--- src/rtl/fan_fault_pkg.sv ---
package fan_fault_pkg;
  localparam int DW = 8;

  typedef enum logic [2:0] {
    A_FAULT  = 3'd0,
    A_STAT   = 3'd1,
    A_DACA   = 3'd2,
    A_DACB   = 3'd3,
    A_TACHA  = 3'd4,
    A_TACHB  = 3'd5,
    A_GDATA  = 3'd6,
    A_GSETUP = 3'd7
  } reg_addr_e;

  // fault register bit positions
  localparam int FB_TACHA = 7;
  localparam int FB_TACHB = 6;
  localparam int FB_BLAST = 5;
  localparam int FB_TIMER = 4;

  // status register enable positions
  localparam int SB_EN_A = 7;
  localparam int SB_EN_B = 6;

  // GPIO data read: pin levels start here
  localparam int GD_PIN_LSB = 4;
endpackage

--- src/rtl/fan_sync.sv ---
module fan_sync #(
  parameter int W      = 4,
  parameter int STAGES = 2
) (
  input  logic         clk,
  input  logic         rst_n,
  input  logic [W-1:0] d,
  output logic [W-1:0] q
);
  logic [STAGES-1:0][W-1:0] chain;

  always_ff @(posedge clk) begin
    if (!rst_n) begin
      chain <= '0;
    end else begin
      chain[0] <= d;
      for (int s = 1; s < STAGES; s++) chain[s] <= chain[s-1];
    end
  end

  assign q = chain[STAGES-1];
endmodule

--- src/rtl/fan_tach_flag.sv ---
module fan_tach_flag #(
  parameter int CW = 8
) (
  input  logic          clk,
  input  logic          rst_n,
  input  logic          ld,
  input  logic [CW-1:0] cnt_in,
  input  logic          ovf,
  input  logic          en,
  input  logic          en_nx,
  input  logic          clr,
  output logic [CW-1:0] cnt_q,
  output logic          flt_q
);
  always_ff @(posedge clk) begin
    if (!rst_n)  cnt_q <= '1;
    else if (ld) cnt_q <= cnt_in;
  end

  // clear or disable beats set; a persisting condition returns next edge
  always_ff @(posedge clk) begin
    if (!rst_n)               flt_q <= 1'b0;
    else if (clr || !en_nx)   flt_q <= 1'b0;
    else if (en && ovf)       flt_q <= 1'b1;
  end
endmodule

--- src/rtl/fan_gpio_flag.sv ---
module fan_gpio_flag (
  input  logic clk,
  input  logic rst_n,
  input  logic lvl,
  input  logic en,
  input  logic en_nx,
  input  logic clr,
  output logic flt_q
);
  logic snap;

  always_ff @(posedge clk) begin
    if (!rst_n)                         snap <= 1'b0;
    else if (clr || (en_nx && !en))     snap <= lvl;
  end

  always_ff @(posedge clk) begin
    if (!rst_n)                    flt_q <= 1'b0;
    else if (clr || !en_nx)        flt_q <= 1'b0;
    else if (en && (lvl != snap))  flt_q <= 1'b1;
  end
endmodule

--- src/rtl/fan_event_flag.sv ---
module fan_event_flag (
  input  logic clk,
  input  logic rst_n,
  input  logic evt,
  input  logic clr,
  output logic flag
);
  always_ff @(posedge clk) begin
    if (!rst_n)    flag <= 1'b0;
    else if (clr)  flag <= 1'b0;
    else if (evt)  flag <= 1'b1;
  end
endmodule

--- src/rtl/fan_fault_ctrl.sv ---
module fan_fault_ctrl
  import fan_fault_pkg::*;
#(
  parameter int NUM_GPIO    = 4,
  parameter int CW          = 8,
  parameter int SYNC_STAGES = 2
) (
  input  logic                clk,
  input  logic                rst_n,
  input  logic [2:0]          reg_addr,
  input  logic                reg_wr,
  input  logic [DW-1:0]       reg_wdata,
  output logic [DW-1:0]       reg_rdata,
  input  logic                tach_a_vld,
  input  logic [CW-1:0]       tach_a_cnt,
  input  logic                tach_a_ovf,
  input  logic                tach_b_vld,
  input  logic [CW-1:0]       tach_b_cnt,
  input  logic                tach_b_ovf,
  input  logic                blast_evt,
  input  logic                timeout_evt,
  input  logic [NUM_GPIO-1:0] gpio_in,
  output logic [NUM_GPIO-1:0] gpio_out,
  output logic [DW-1:0]       dac_a,
  output logic [DW-1:0]       dac_b,
  output logic                irq
);
  localparam int NCH = 2;

  logic wr_fault, wr_stat, wr_daca, wr_dacb, wr_gdata, wr_gsetup;
  logic flt_clr;

  assign wr_fault  = reg_wr && (reg_addr == A_FAULT);
  assign wr_stat   = reg_wr && (reg_addr == A_STAT);
  assign wr_daca   = reg_wr && (reg_addr == A_DACA);
  assign wr_dacb   = reg_wr && (reg_addr == A_DACB);
  assign wr_gdata  = reg_wr && (reg_addr == A_GDATA);
  assign wr_gsetup = reg_wr && (reg_addr == A_GSETUP);
  assign flt_clr   = wr_fault;

  // enable registers and their next values (used for same-edge disable)
  logic [NCH-1:0]      st_en, st_en_nx;
  logic [NUM_GPIO-1:0] g_en, g_en_nx;

  assign st_en_nx = wr_stat ? {reg_wdata[SB_EN_B], reg_wdata[SB_EN_A]} : st_en;
  assign g_en_nx  = wr_gsetup ? reg_wdata[NUM_GPIO-1:0] : g_en;

  always_ff @(posedge clk) begin
    if (!rst_n) begin
      st_en    <= '0;
      g_en     <= '0;
      dac_a    <= '0;
      dac_b    <= '0;
      gpio_out <= '1;
    end else begin
      st_en <= st_en_nx;
      g_en  <= g_en_nx;
      if (wr_daca)  dac_a    <= reg_wdata;
      if (wr_dacb)  dac_b    <= reg_wdata;
      if (wr_gdata) gpio_out <= reg_wdata[NUM_GPIO-1:0];
    end
  end

  // tachometer channels
  logic [NCH-1:0]         t_vld, t_ovf, t_flt;
  logic [NCH-1:0][CW-1:0] t_cnt_in, t_cnt_q;

  assign t_vld    = {tach_b_vld, tach_a_vld};
  assign t_ovf    = {tach_b_ovf, tach_a_ovf};
  assign t_cnt_in = {tach_b_cnt, tach_a_cnt};

  for (genvar ch = 0; ch < NCH; ch++) begin : g_tach
    fan_tach_flag #(.CW(CW)) u_tach (
      .clk    (clk),
      .rst_n  (rst_n),
      .ld     (t_vld[ch]),
      .cnt_in (t_cnt_in[ch]),
      .ovf    (t_ovf[ch]),
      .en     (st_en[ch]),
      .en_nx  (st_en_nx[ch]),
      .clr    (flt_clr),
      .cnt_q  (t_cnt_q[ch]),
      .flt_q  (t_flt[ch])
    );
  end

  // GPIO pins
  logic [NUM_GPIO-1:0] gpio_s, g_flt;

  fan_sync #(.W(NUM_GPIO), .STAGES(SYNC_STAGES)) u_sync (
    .clk   (clk),
    .rst_n (rst_n),
    .d     (gpio_in),
    .q     (gpio_s)
  );

  for (genvar g = 0; g < NUM_GPIO; g++) begin : g_gpio
    fan_gpio_flag u_gflag (
      .clk   (clk),
      .rst_n (rst_n),
      .lvl   (gpio_s[g]),
      .en    (g_en[g]),
      .en_nx (g_en_nx[g]),
      .clr   (flt_clr),
      .flt_q (g_flt[g])
    );
  end

  // event flags
  logic blast_f, timer_f;

  fan_event_flag u_blast (
    .clk (clk), .rst_n (rst_n), .evt (blast_evt), .clr (flt_clr), .flag (blast_f)
  );
  fan_event_flag u_timer (
    .clk (clk), .rst_n (rst_n), .evt (timeout_evt), .clr (flt_clr), .flag (timer_f)
  );

  // fault register assembly
  logic [DW-1:0] fault_q;

  always_comb begin
    fault_q                = '0;
    fault_q[FB_TACHA]      = t_flt[0];
    fault_q[FB_TACHB]      = t_flt[1];
    fault_q[FB_BLAST]      = blast_f;
    fault_q[FB_TIMER]      = timer_f;
    fault_q[NUM_GPIO-1:0]  = g_flt;
  end

  assign irq = |fault_q;

  // read multiplexer
  always_comb begin
    reg_rdata = '0;
    case (reg_addr)
      A_FAULT:  reg_rdata = fault_q;
      A_STAT: begin
        reg_rdata[SB_EN_A] = st_en[0];
        reg_rdata[SB_EN_B] = st_en[1];
      end
      A_DACA:   reg_rdata = dac_a;
      A_DACB:   reg_rdata = dac_b;
      A_TACHA:  reg_rdata[CW-1:0] = t_cnt_q[0];
      A_TACHB:  reg_rdata[CW-1:0] = t_cnt_q[1];
      A_GDATA: begin
        reg_rdata[NUM_GPIO-1:0]            = gpio_out;
        reg_rdata[GD_PIN_LSB +: NUM_GPIO]  = gpio_s;
      end
      A_GSETUP: reg_rdata[NUM_GPIO-1:0] = g_en;
      default:  reg_rdata = '0;
    endcase
  end
endmodule

--- config.mk ---
export PLATFORM = sky130hd
export DESIGN_NAME = fan_fault_ctrl
export DESIGN_NICKNAME = d
export VERILOG_FILES = /design/src/rtl/fan_fault_pkg.sv /design/src/rtl/fan_sync.sv /design/src/rtl/fan_tach_flag.sv /design/src/rtl/fan_gpio_flag.sv /design/src/rtl/fan_event_flag.sv /design/src/rtl/fan_fault_ctrl.sv
export SDC_FILE = /design/constraint.sdc
export NUM_CORES = 1
export LEC_CHECK = 0
export BUFFER_PORTS_ARGS = -buffer_cell sky130_fd_sc_hd__buf_2
export CAP_MARGIN = 20
export CORE_MARGIN = 4
export CORE_UTILIZATION = 43
export CTS_CLUSTER_SIZE = 40
export DETAILED_ROUTE_END_ITERATION = 8
export GPL_ROUTABILITY_DRIVEN = 0
export GPL_TIMING_DRIVEN = 0
export PLACE_DENSITY = 0.66
export RECOVER_POWER = 50
export SLEW_MARGIN = 10
export SYNTH_ARGS = -nofsm -noshare
export SYNTH_HDL_FRONTEND = slang
export SYNTH_SLANG_ARGS = --single-unit
--- constraint.sdc ---
create_clock -name clk -period 1.02 [get_ports clk]
set_input_delay 0.051 -clock clk [delete_from_list [all_inputs] [get_ports clk]]
set_output_delay 0.051 -clock clk [all_outputs]
set_load 0.05 [all_outputs]
==> results.py, run 1 <==
metrics = {
    "power_and_ir_drop": {
        "p_per_area_nw_per_um2": 1350,
        "vdd_ir_drop_max_uv": 1210,
        "design_power_total_uw": 5740,
        "p_leak_uw": 0.00185,
    },
    "global_route": {
        "grt_max_degree": 12,
        "grt_pass1_vias": 2555,
        "grt_usage": 0.220,
        "antenna_found_initial": 0,
        "gr-total-overflow": 0,
        "grt_pass1_wl_um": 13100,
    },
    "yosys": {
        "synth-seq-area-share": 0.436,
        "synth-edff-count": 0,
        "synth-seq-cells": 62,
        "syn_area_um2": 2840,
        "yosysTopAreaCell": "dfxtp_1",
        "syn-mean-instance-area_um2": 10.0,
        "syn_nets": 324,
        "synthCells": 284,
        "synth_warnings": 0,
        "synth_top_area_frac": 0.436,
        "synthFlopType": "dfxtp_1",
        "yosys.cell_types.count": 40,
        "yosys-top-cells-area": "dfxtp_1 (44%), mux2i_1 (15%), nand2_1 (6.1%)",
        "synth-async-reset-ratio": 0,
    },
    "hold_path": {
        "hp-class": "input pin to flop",
        "min_from": "tach_a_ovf",
    },
    "final_layout": {
        "diodes": 0,
        "syn_to_final_growth_pct": 49.8,
        "fillers": 491,
        "layout_common_cells": "nand2_1 (45), buf_2 (44), mux2i_1 (43)",
        "final_nets": 442,
        "multi_input_area_um2": 1610,
        "seq_area_um2": 1310,
        "design_area_um2": 4260,
        "final_cells": 484,
        "final_common_cell": "nand2_1",
        "layout-drive-gt1-share": 0.400,
    },
    "route": {
        "num_vias": 2519,
        "wl_um": 8360,
        "drc_errors": 0,
        "first_iter_violations": 101,
        "drt.antenna.violating_nets": 0,
        "firstDrtPassIters": 4,
        "wl_per_cell_um": 17.3,
        "via_per_inst": 5.20,
    },
    "floorplanning": {
        "start_util": 0.445,
        "die_h_um": 89.3,
        "boundaryPins": 69,
        "core_um2": 6390,
        "row_count": 29,
        "die_area_um2": 7980,
        "die_w_um": 89.3,
    },
    "clock_network": {
        "cts_root_buffer": "clkbuf_8",
        "htree_levels": 3,
        "cts_tree": "done",
        "clock-sinks": 62,
        "clockBufferDepth": 2,
        "clk_pin_slew_ps": 70,
        "cts_made_buffers": 9,
        "insertion_delay_ps": 330,
    },
    "critical_path": {
        "crit_chain": "mux4_2 > mux2_4 > buf_6",
        "r2r_start": "u_sync.q[2]",
        "cp_data_required_time_ps": 970,
        "startpoint": "gpio_out[0]",
        "critPathKind": "flop to output port",
        "cp_data_arrival_time_ps": 1610,
        "cp-end-kind": "output port",
        "crit_fanout": 3,
        "crit_path_start_kind": "flop",
        "slowest_stage": "mux4_2",
        "critPathMaxStageDelay_ps": 490,
    },
    "timing": {
        "holdWs_ps": 20.7,
        "worstMarginPinSlew_ps": 606,
        "setup_viol": 9,
        "hold_viol_final": 0,
        "fin_worst_skew_ps": 4.85,
        "post-route-min-period_ps": 1660,
        "rsz0062_at_grt": "yes",
        "fin_crit_sh": 1.63,
        "slew_headroom": 0.596,
        "fmax_mhz": 602,
        "fin_ws_ps": -642,
        "drv_slew": 0,
    },
    "run": {
        "maxCapViolCount": 0,
    },
    "run_status": {
        "violations": "setup timing",
        "outcome": "finished, violations left",
    },
    "place": {
        "portBuffers": 65,
        "post-place-cells": 426,
        "dpl_worst_slack_ps": -521,
        "dp_hpwl_um": 5580,
        "dpl_cell_area_um2": 3420,
    },
}
==> cell families (layout without fill, tap and decap cells) <==
group	after synthesis	in the layout	share of synthesized area
AND/OR/NAND/NOR	101	101	0.192
multiplexers	56	56	0.224
XOR/XNOR	4	4	0.0123
flip-flops	62	62	0.436
buffers and inverters	27	150	0.0510
AO/OA/AOI/OAI	34	34	0.0845
==> cell type report <==
| cell class | count | area share |
|---|---|---|
| sequential | 62 | 0.307 |
| clock inverter | 6 | 0.0141 |
| tap | 77 | 0.0226 |
| multi-input combinational | 195 | 0.378 |
| timing repair buffer | 107 | 0.211 |
| buffer | 21 | 0.0299 |
| inverter | 6 | 0.00528 |
| clock buffer | 10 | 0.0323 |
==> cell usage after synthesis (3+ instances only) <==
| cell type | n |
|---|---|
| buf_6 | 3 |
| clkbuf_1 | 8 |
| buf_2 | 4 |
| buf_4 | 4 |
| o21ai_1 | 6 |
| a21boi_1 | 8 |
| xor2_1 | 4 |
| nor3_1 | 6 |
| mux2_1 | 4 |
| mux4_2 | 5 |
| dfxtp_1 | 62 |
| nand3_1 | 3 |
| inv_1 | 6 |
| a41oi_1 | 4 |
| nor2b_1 | 17 |
| nor2_1 | 6 |
| a21oi_1 | 7 |
| mux2_2 | 3 |
| mux2i_1 | 43 |
| nand2_1 | 46 |
| and2_1 | 8 |
==> routing by layer <==
layer / GRT usage / part of all wire
met1: 0.291 / 0.45
met4: 0.0893 / 0.015
met5: 0 / 0
met2: 0.362 / 0.49
met3: 0.0313 / 0.049
==> power by group <==
part / internal, uW / total [uW] / switching (uW)
clock network: 1180 / 2150 / 968
registers: 2480 / 2540 / 60.1
logic: 489 / 1040 / 555
total: 4150 / 5740 / 1580
==> worst max-delay path: cells and delay by family (launching register included) <==
kind / cells / cell delay, ps
buffers and inverters: 1 / 150
DFF: 1 / 340
muxes: 2 / 780
==> repair_timing <==
| item | CTS | global route |
|---|---|---|
| pin swaps | 10 | 5 |
| endpoints found under the hold margin | 34 | 0 |
| hold buffers | 30 | 0 |
| buffers inserted | 9 | 4 |
| setup endpoints to repair | 18 | 36 |
| resized for setup | 53 | 30 |
==> sequential cells by signal (all words and copies together), names as in the netlist <==
register and cells:
g_tach.u_tach.cnt_q 16, dac_a 8, dac_b 8, g_en 4
g_gpio.u_gflag.flt_q 4, g_gpio.u_gflag.snap 4, gpio_out 4, u_sync.chain 4
u_sync.q 4, g_tach.u_tach.flt_q 2, st_en 2, u_blast.flag 1
u_timer.flag 1
==> path summary, 6_finish.rpt <==
kind	end	slack (ps)	cells after the start
worst min register to register	u_sync.q[0]	430	1
worst max-delay path	reg_rdata[0]	-640	3
worst max register to register	g_gpio[2].u_gflag.flt_q	40	3
worst min-delay path	g_tach[0].u_tach.flt_q	20	3
==> stage by stage <==
stage	TNS, ps	utilization
final	-4570	0.667
after global routing	-5100	0.667
after CTS	-4600	0.649
after detailed placement	-16300	0.535
after global placement	-15640	0.535
after floorplan	-1160	-
No activity file was read; power rests on OpenSTA's default activity.
==> run 2, diff against run 1 <==
--- a/config.mk
+++ b/config.mk
@@ -11,8 +11,6 @@
 export CORE_UTILIZATION = 43
 export CTS_CLUSTER_SIZE = 40
 export DETAILED_ROUTE_END_ITERATION = 8
-export GPL_ROUTABILITY_DRIVEN = 0
-export GPL_TIMING_DRIVEN = 0
 export PLACE_DENSITY = 0.66
 export RECOVER_POWER = 50
 export SLEW_MARGIN = 10
==> run 2 against run 1 <==
The run still ends with setup timing left. Non-clock buffer count grew 40. Maximum frequency is essentially flat. Die area is the same. Design area grew 11%. Power shrank 2.8%. Cell count grew 8.3%. Sequential share of layout area shrank 3.2 points. Utilization grew 7.3 points. Setup slack is essentially flat.
==> results.py, run 2 (synthesis results as in run 1) <==
metrics = {
    "final_layout": {
        "final_nets": 482,
        "final_common_cell": "nand2_1",
        "reg.largest.list": "g_tach.u_tach.cnt_q: 16 flops, dac_a: 8 flops, dac_b: 8 flops",
        "layout_common_cells": "nand2_1 (45), buf_4 (44), mux2i_1 (42)",
        "layout-drive-gt1-share": 0.463,
        "largest-register": "g_tach.u_tach.cnt_q",
        "syn_to_final_growth_pct": 66.2,
        "largest_register_ffs": 16,
        "diodes": 0,
        "fillers": 417,
    },
    "clock_network": {
        "cts_root_buffer": "clkbuf_8",
        "htree_levels": 3,
        "insertion_delay_ps": 350,
        "cts_tree": "done",
        "cts_made_buffers": 9,
        "clockBufferDepth": 2,
        "clock-sinks": 62,
        "clk_pin_slew_ps": 70,
    },
    "critical_path": {
        "crit_path_start_kind": "flop",
        "r2r_start": "g_en[2]",
        "r2r_end": "g_gpio[2].u_gflag.snap",
        "critPathKind": "flop to output port",
        "r2r_cells": 4,
        "cp-end-kind": "output port",
        "r2r_slack_ps": 40,
        "cp_data_arrival_time_ps": 1610,
        "cp_data_required_time_ps": 970,
        "crit_fanout": 2,
    },
    "floorplanning": {
        "die_w_um": 89.3,
        "row_count": 29,
        "boundaryPins": 69,
        "start_util": 0.445,
        "core_um2": 6390,
        "die_h_um": 89.3,
        "die_area_um2": 7980,
    },
    "run_status": {
        "violations": "setup timing",
        "outcome": "finished, violations left",
    },
    "route": {
        "via_per_inst": 5.23,
        "wl_um": 8980,
        "first_iter_violations": 146,
        "num_vias": 2743,
        "drc_errors": 0,
        "firstDrtPassIters": 4,
        "wl_per_cell_um": 17.1,
        "drt.antenna.violating_nets": 0,
    },
    "global_route": {
        "grt_pass1_vias": 2703,
        "grt_max_degree": 26,
        "gr-total-overflow": 0,
        "antenna_found_initial": 0,
        "grt_usage": 0.227,
        "grt_pass1_wl_um": 13500,
    },
    "hold_path": {
        "hold_depth": 3,
        "whs_endpoint": "gpio_out[3]",
        "hp-class": "input pin to flop",
        "min_from": "rst_n",
    },
    "power_and_ir_drop": {
        "p_per_area_nw_per_um2": 1180,
        "vdd_ir_drop_max_uv": 967,
        "p_leak_uw": 0.00210,
        "design_power_total_uw": 5570,
    },
    "timing": {
        "post-route-min-period_ps": 1660,
        "drv_slew": 0,
        "slew_headroom": 0.665,
        "worstMarginPinSlew_ps": 503,
        "rsz0062_at_grt": "yes",
        "fmax_mhz": 602,
        "fin_crit_sh": 1.63,
        "finalSetupTns_ps": -4910,
        "setup_viol": 12,
        "fin_ws_ps": -642,
        "hold_viol_final": 0,
        "fin_worst_skew_ps": 4.43,
    },
    "place": {
        "place_congestion": 0.823,
        "dp_hpwl_um": 5970,
        "portBuffers": 68,
    },
    "run": {
        "maxCapViolCount": 0,
    },
}
run 2: cell types whose count changed in the layout (fill, tap and decap cells not counted), moves of 6 or more:
| cell | before | now |
|---|---|---|
| buf_8 | 9 | 19 |
| clkbuf_1 | 7 | 1 |
| buf_4 | 9 | 44 |
| buf_2 | 44 | 37 |
| buf_6 | 20 | 28 |
run 2: final cells by class:
cell class	count	area [um^2]	share of cell area
timing repair buffer	168	1520	0.322
clock buffer	9	124	0.0262
inverter	6	22.5	0.00476
sequential	62	1300	0.275
multi-input combinational	195	1620	0.343
clock inverter	7	40.0	0.00847
tap	77	96.3	0.0204
run 2: worst max-delay path, cell delays in order (launching register included):
cell     delay (ps)
dfxtp_4         340
mux4_2          480
mux2_4          280
buf_6           150
run 2: where the power goes:
part           switching, uW  internal [uW]
logic                    590            588
registers               52.9           2480
clock network           1000            858
run 2: timing repair:
action	in CTS	in global routing
gates resized for setup	88	29
hold buffers	31	0
hold endpoints to repair	36	0
setup endpoints to repair	29	32
buffers inserted	1	9
pin swaps	7	6
run 2: worst max-delay path by stage:
| stage | slack, ps | depth (start not counted) | to | startpoint |
|---|---|---|---|---|
| final | -640 | 3 | reg_rdata[0] | gpio_out[0] |
| after global routing | -670 | 3 | reg_rdata[6] | dac_b[6] |
| after CTS | -650 | 3 | reg_rdata[0] | gpio_out[0] |
| after detailed placement | -400 | 4 | reg_rdata[0] | reg_addr[0] |
| after floorplan | -240 | 2 | reg_rdata[6] | dac_b[6] |
| after global placement | -390 | 4 | reg_rdata[0] | reg_addr[0] |
run 2: metrics by stage:
step,area (um^2),hold WS (ps),cells,setup WS [ps],util
detailed placement,3830,261,472,-398,0.599
floorplan,3000,167,284,-242,-
global placement,3830,258,472,-395,0.599
finish,4730,55.8,524,-642,0.740
CTS,4600,29.1,520,-653,0.720
global route,4730,81.9,524,-674,0.740
run 2: layer usage:
layer | track usage | up-vias | wire length (um)
met1 | 0.287 | 1302 | 3890
met3 | 0.0461 | 22 | 470
li1 | - | 1316 | -
met5 | 0 | - | 0
met4 | 0.110 | 0 | 223
met2 | 0.368 | 103 | 4400
==> run 3, diff against run 2 <==
--- a/config.mk
+++ b/config.mk
@@ -5,8 +5,7 @@
 export SDC_FILE = /design/constraint.sdc
 export NUM_CORES = 1
 export LEC_CHECK = 0
-export BUFFER_PORTS_ARGS = -buffer_cell sky130_fd_sc_hd__buf_2
-export CAP_MARGIN = 20
+export BUFFER_PORTS_ARGS = -buffer_cell sky130_fd_sc_hd__buf_4
 export CORE_MARGIN = 4
 export CORE_UTILIZATION = 43
 export CTS_CLUSTER_SIZE = 40
==> constraint.sdc (replaced) <==
create_clock -name clk -period 1.02 [get_ports clk]
set_input_delay 0.204 -clock clk [delete_from_list [all_inputs] [get_ports clk]]
set_output_delay 0.204 -clock clk [all_outputs]
set_load 0.05 [all_outputs]
==> run 3 against run 2 <==
Sequential share of layout area decreased by 0.14 points. Critical endpoint is now reg_rdata[6]. First-iteration DRC count fell by 21%. Critical path type unchanged. Clock skew is essentially flat. The flow still finishes with violations (setup timing).
==> results.py, run 3 (synthesis results as in run 1) <==
metrics = {
    "timing": {
        "fmax_mhz": 556,
        "rsz0062_at_grt": "yes",
        "setup_viol": 36,
        "hold_viol_final": 0,
        "fin_crit_sh": 1.76,
        "slew_headroom": 0.734,
        "fin_ws_ps": -779,
        "drv_slew": 0,
        "holdWs_ps": 58.1,
        "fin_worst_skew_ps": 4.15,
        "post-route-min-period_ps": 1800,
        "worstMarginPinSlew_ps": 399,
    },
    "final_layout": {
        "largest-register": "g_tach.u_tach.cnt_q",
        "layout_common_cells": "buf_4 (79), nand2_1 (44), mux2i_1 (40)",
        "syn_to_final_growth_pct": 67.4,
        "final_cells": 500,
        "final_nets": 458,
        "final_common_cell": "buf_4",
        "reg.largest.list": "g_tach.u_tach.cnt_q: 16 flops, dac_a: 8 flops, dac_b: 8 flops",
        "design_area_um2": 4760,
        "largest_register_ffs": 16,
        "fillers": 442,
        "layout-drive-gt1-share": 0.577,
        "final_util": 0.745,
        "diodes": 0,
    },
    "critical_path": {
        "crit_buf_inv": 1,
        "crit_fanout": 2,
        "crit_path_start_kind": "flop",
        "critPathMaxStageDelay_ps": 460,
        "cp_data_arrival_time_ps": 1600,
        "crit_family": "multiplexers",
        "critPathKind": "flop to output port",
        "cp_data_required_time_ps": 820,
        "slowest_stage": "mux4_2",
        "crit_chain": "mux4_2 > mux2_4 > buf_6",
        "cp-end-kind": "output port",
    },
    "global_route": {
        "grt_usage": 0.222,
        "gr-total-overflow": 0,
        "grt_max_degree": 26,
        "antenna_found_initial": 0,
        "grt_pass1_vias": 2588,
        "grt_pass1_wl_um": 13100,
    },
    "place": {
        "dp_hpwl_um": 6140,
        "dpl_cell_area_um2": 4070,
        "dpl_worst_slack_ps": -570,
        "post-place-cells": 472,
        "portBuffers": 68,
        "place_congestion": 0.832,
    },
    "route": {
        "via_per_inst": 5.15,
        "drt.antenna.violating_nets": 0,
        "first_iter_violations": 115,
        "wl_um": 8600,
        "drc_errors": 0,
        "firstDrtPassIters": 4,
        "wl_per_cell_um": 17.2,
        "num_vias": 2577,
    },
    "floorplanning": {
        "core_um2": 6390,
        "start_util": 0.445,
        "die_area_um2": 7980,
        "die_h_um": 89.3,
        "boundaryPins": 69,
        "row_count": 29,
        "die_w_um": 89.3,
    },
    "clock_network": {
        "cts_tree": "done",
        "clk_pin_slew_ps": 70,
        "htree_levels": 3,
        "clockBufferDepth": 2,
        "cts.hold.buffers_added": 0,
        "cts_root_buffer": "clkbuf_8",
        "cts_made_buffers": 9,
        "clock-sinks": 62,
        "insertion_delay_ps": 350,
    },
    "run_status": {
        "violations": "setup timing",
        "outcome": "finished, violations left",
    },
    "power_and_ir_drop": {
        "p_leak_uw": 0.00208,
        "p_per_area_nw_per_um2": 1180,
        "vdd_ir_drop_max_uv": 1020,
    },
    "hold_path": {
        "hp-class": "input pin to flop",
    },
    "run": {
        "maxCapViolCount": 0,
    },
}
## run 3: repair_timing
action                     4_1_cts  5_1_grt
pin swaps                       12       11
resized for setup               83       41
buffers inserted                 6       16
setup endpoints to repair       40       42
## run 3: power by group
group / internal, uW / switching (uW) / total [uW] / leakage (uW)
logic: 585 / 581 / 1170 / 0.00148
registers: 2480 / 59.4 / 2540 / 0.000520
clock network: 882 / 1030 / 1910 / 0.0000852
## run 3: worst paths after layout
kind / depth (start not counted) / slack [ps] / start / to
hold reg to reg: 1 / 440 / u_sync.chain[2] / u_sync.q[2]
setup reg to reg: 5 / 0 / u_sync.q[1] / g_gpio[1].u_gflag.flt_q
setup / recovery: 3 / -780 / dac_b[6] / reg_rdata[6]
hold / removal: 2 / 60 / gpio_in[0] / u_sync.chain[0]
## run 3: worst register-to-register path, stage by stage (launching register included)
cell and delay [ps]:
dfxtp_2 340, buf_6 110, buf_6 110, xor2_2 140
a21oi_2 150, nor3_2 50
## run 3: metal layers
layer  wire (um)  up-vias  global-route usage
met1        3850     1241               0.292
li1            -     1259                   -
met2        4160       61               0.354
met5           0        -                   0
met4         140        0              0.0717
met3         451       16              0.0590
## run 3: area by class of cell
class | instances | area (um^2) | area share
Clock buffer | 9 | 124 | 0.0260
Clock inverter | 7 | 51.3 | 0.0108
Inverter | 6 | 22.5 | 0.00473
Multi-Input combinational cell | 195 | 1760 | 0.370
Sequential cell | 62 | 1300 | 0.274
Tap cell | 77 | 96.3 | 0.0202
Timing Repair Buffer | 144 | 1400 | 0.295
## run 3: through the flow
stage / power [uW] / TNS, ps
global placement: 3610 / -15010
finish: 5620 / -8880
floorplan: 3250 / -2880
global route: 5860 / -10370
detailed placement: 3630 / -15880
CTS: 5650 / -9080
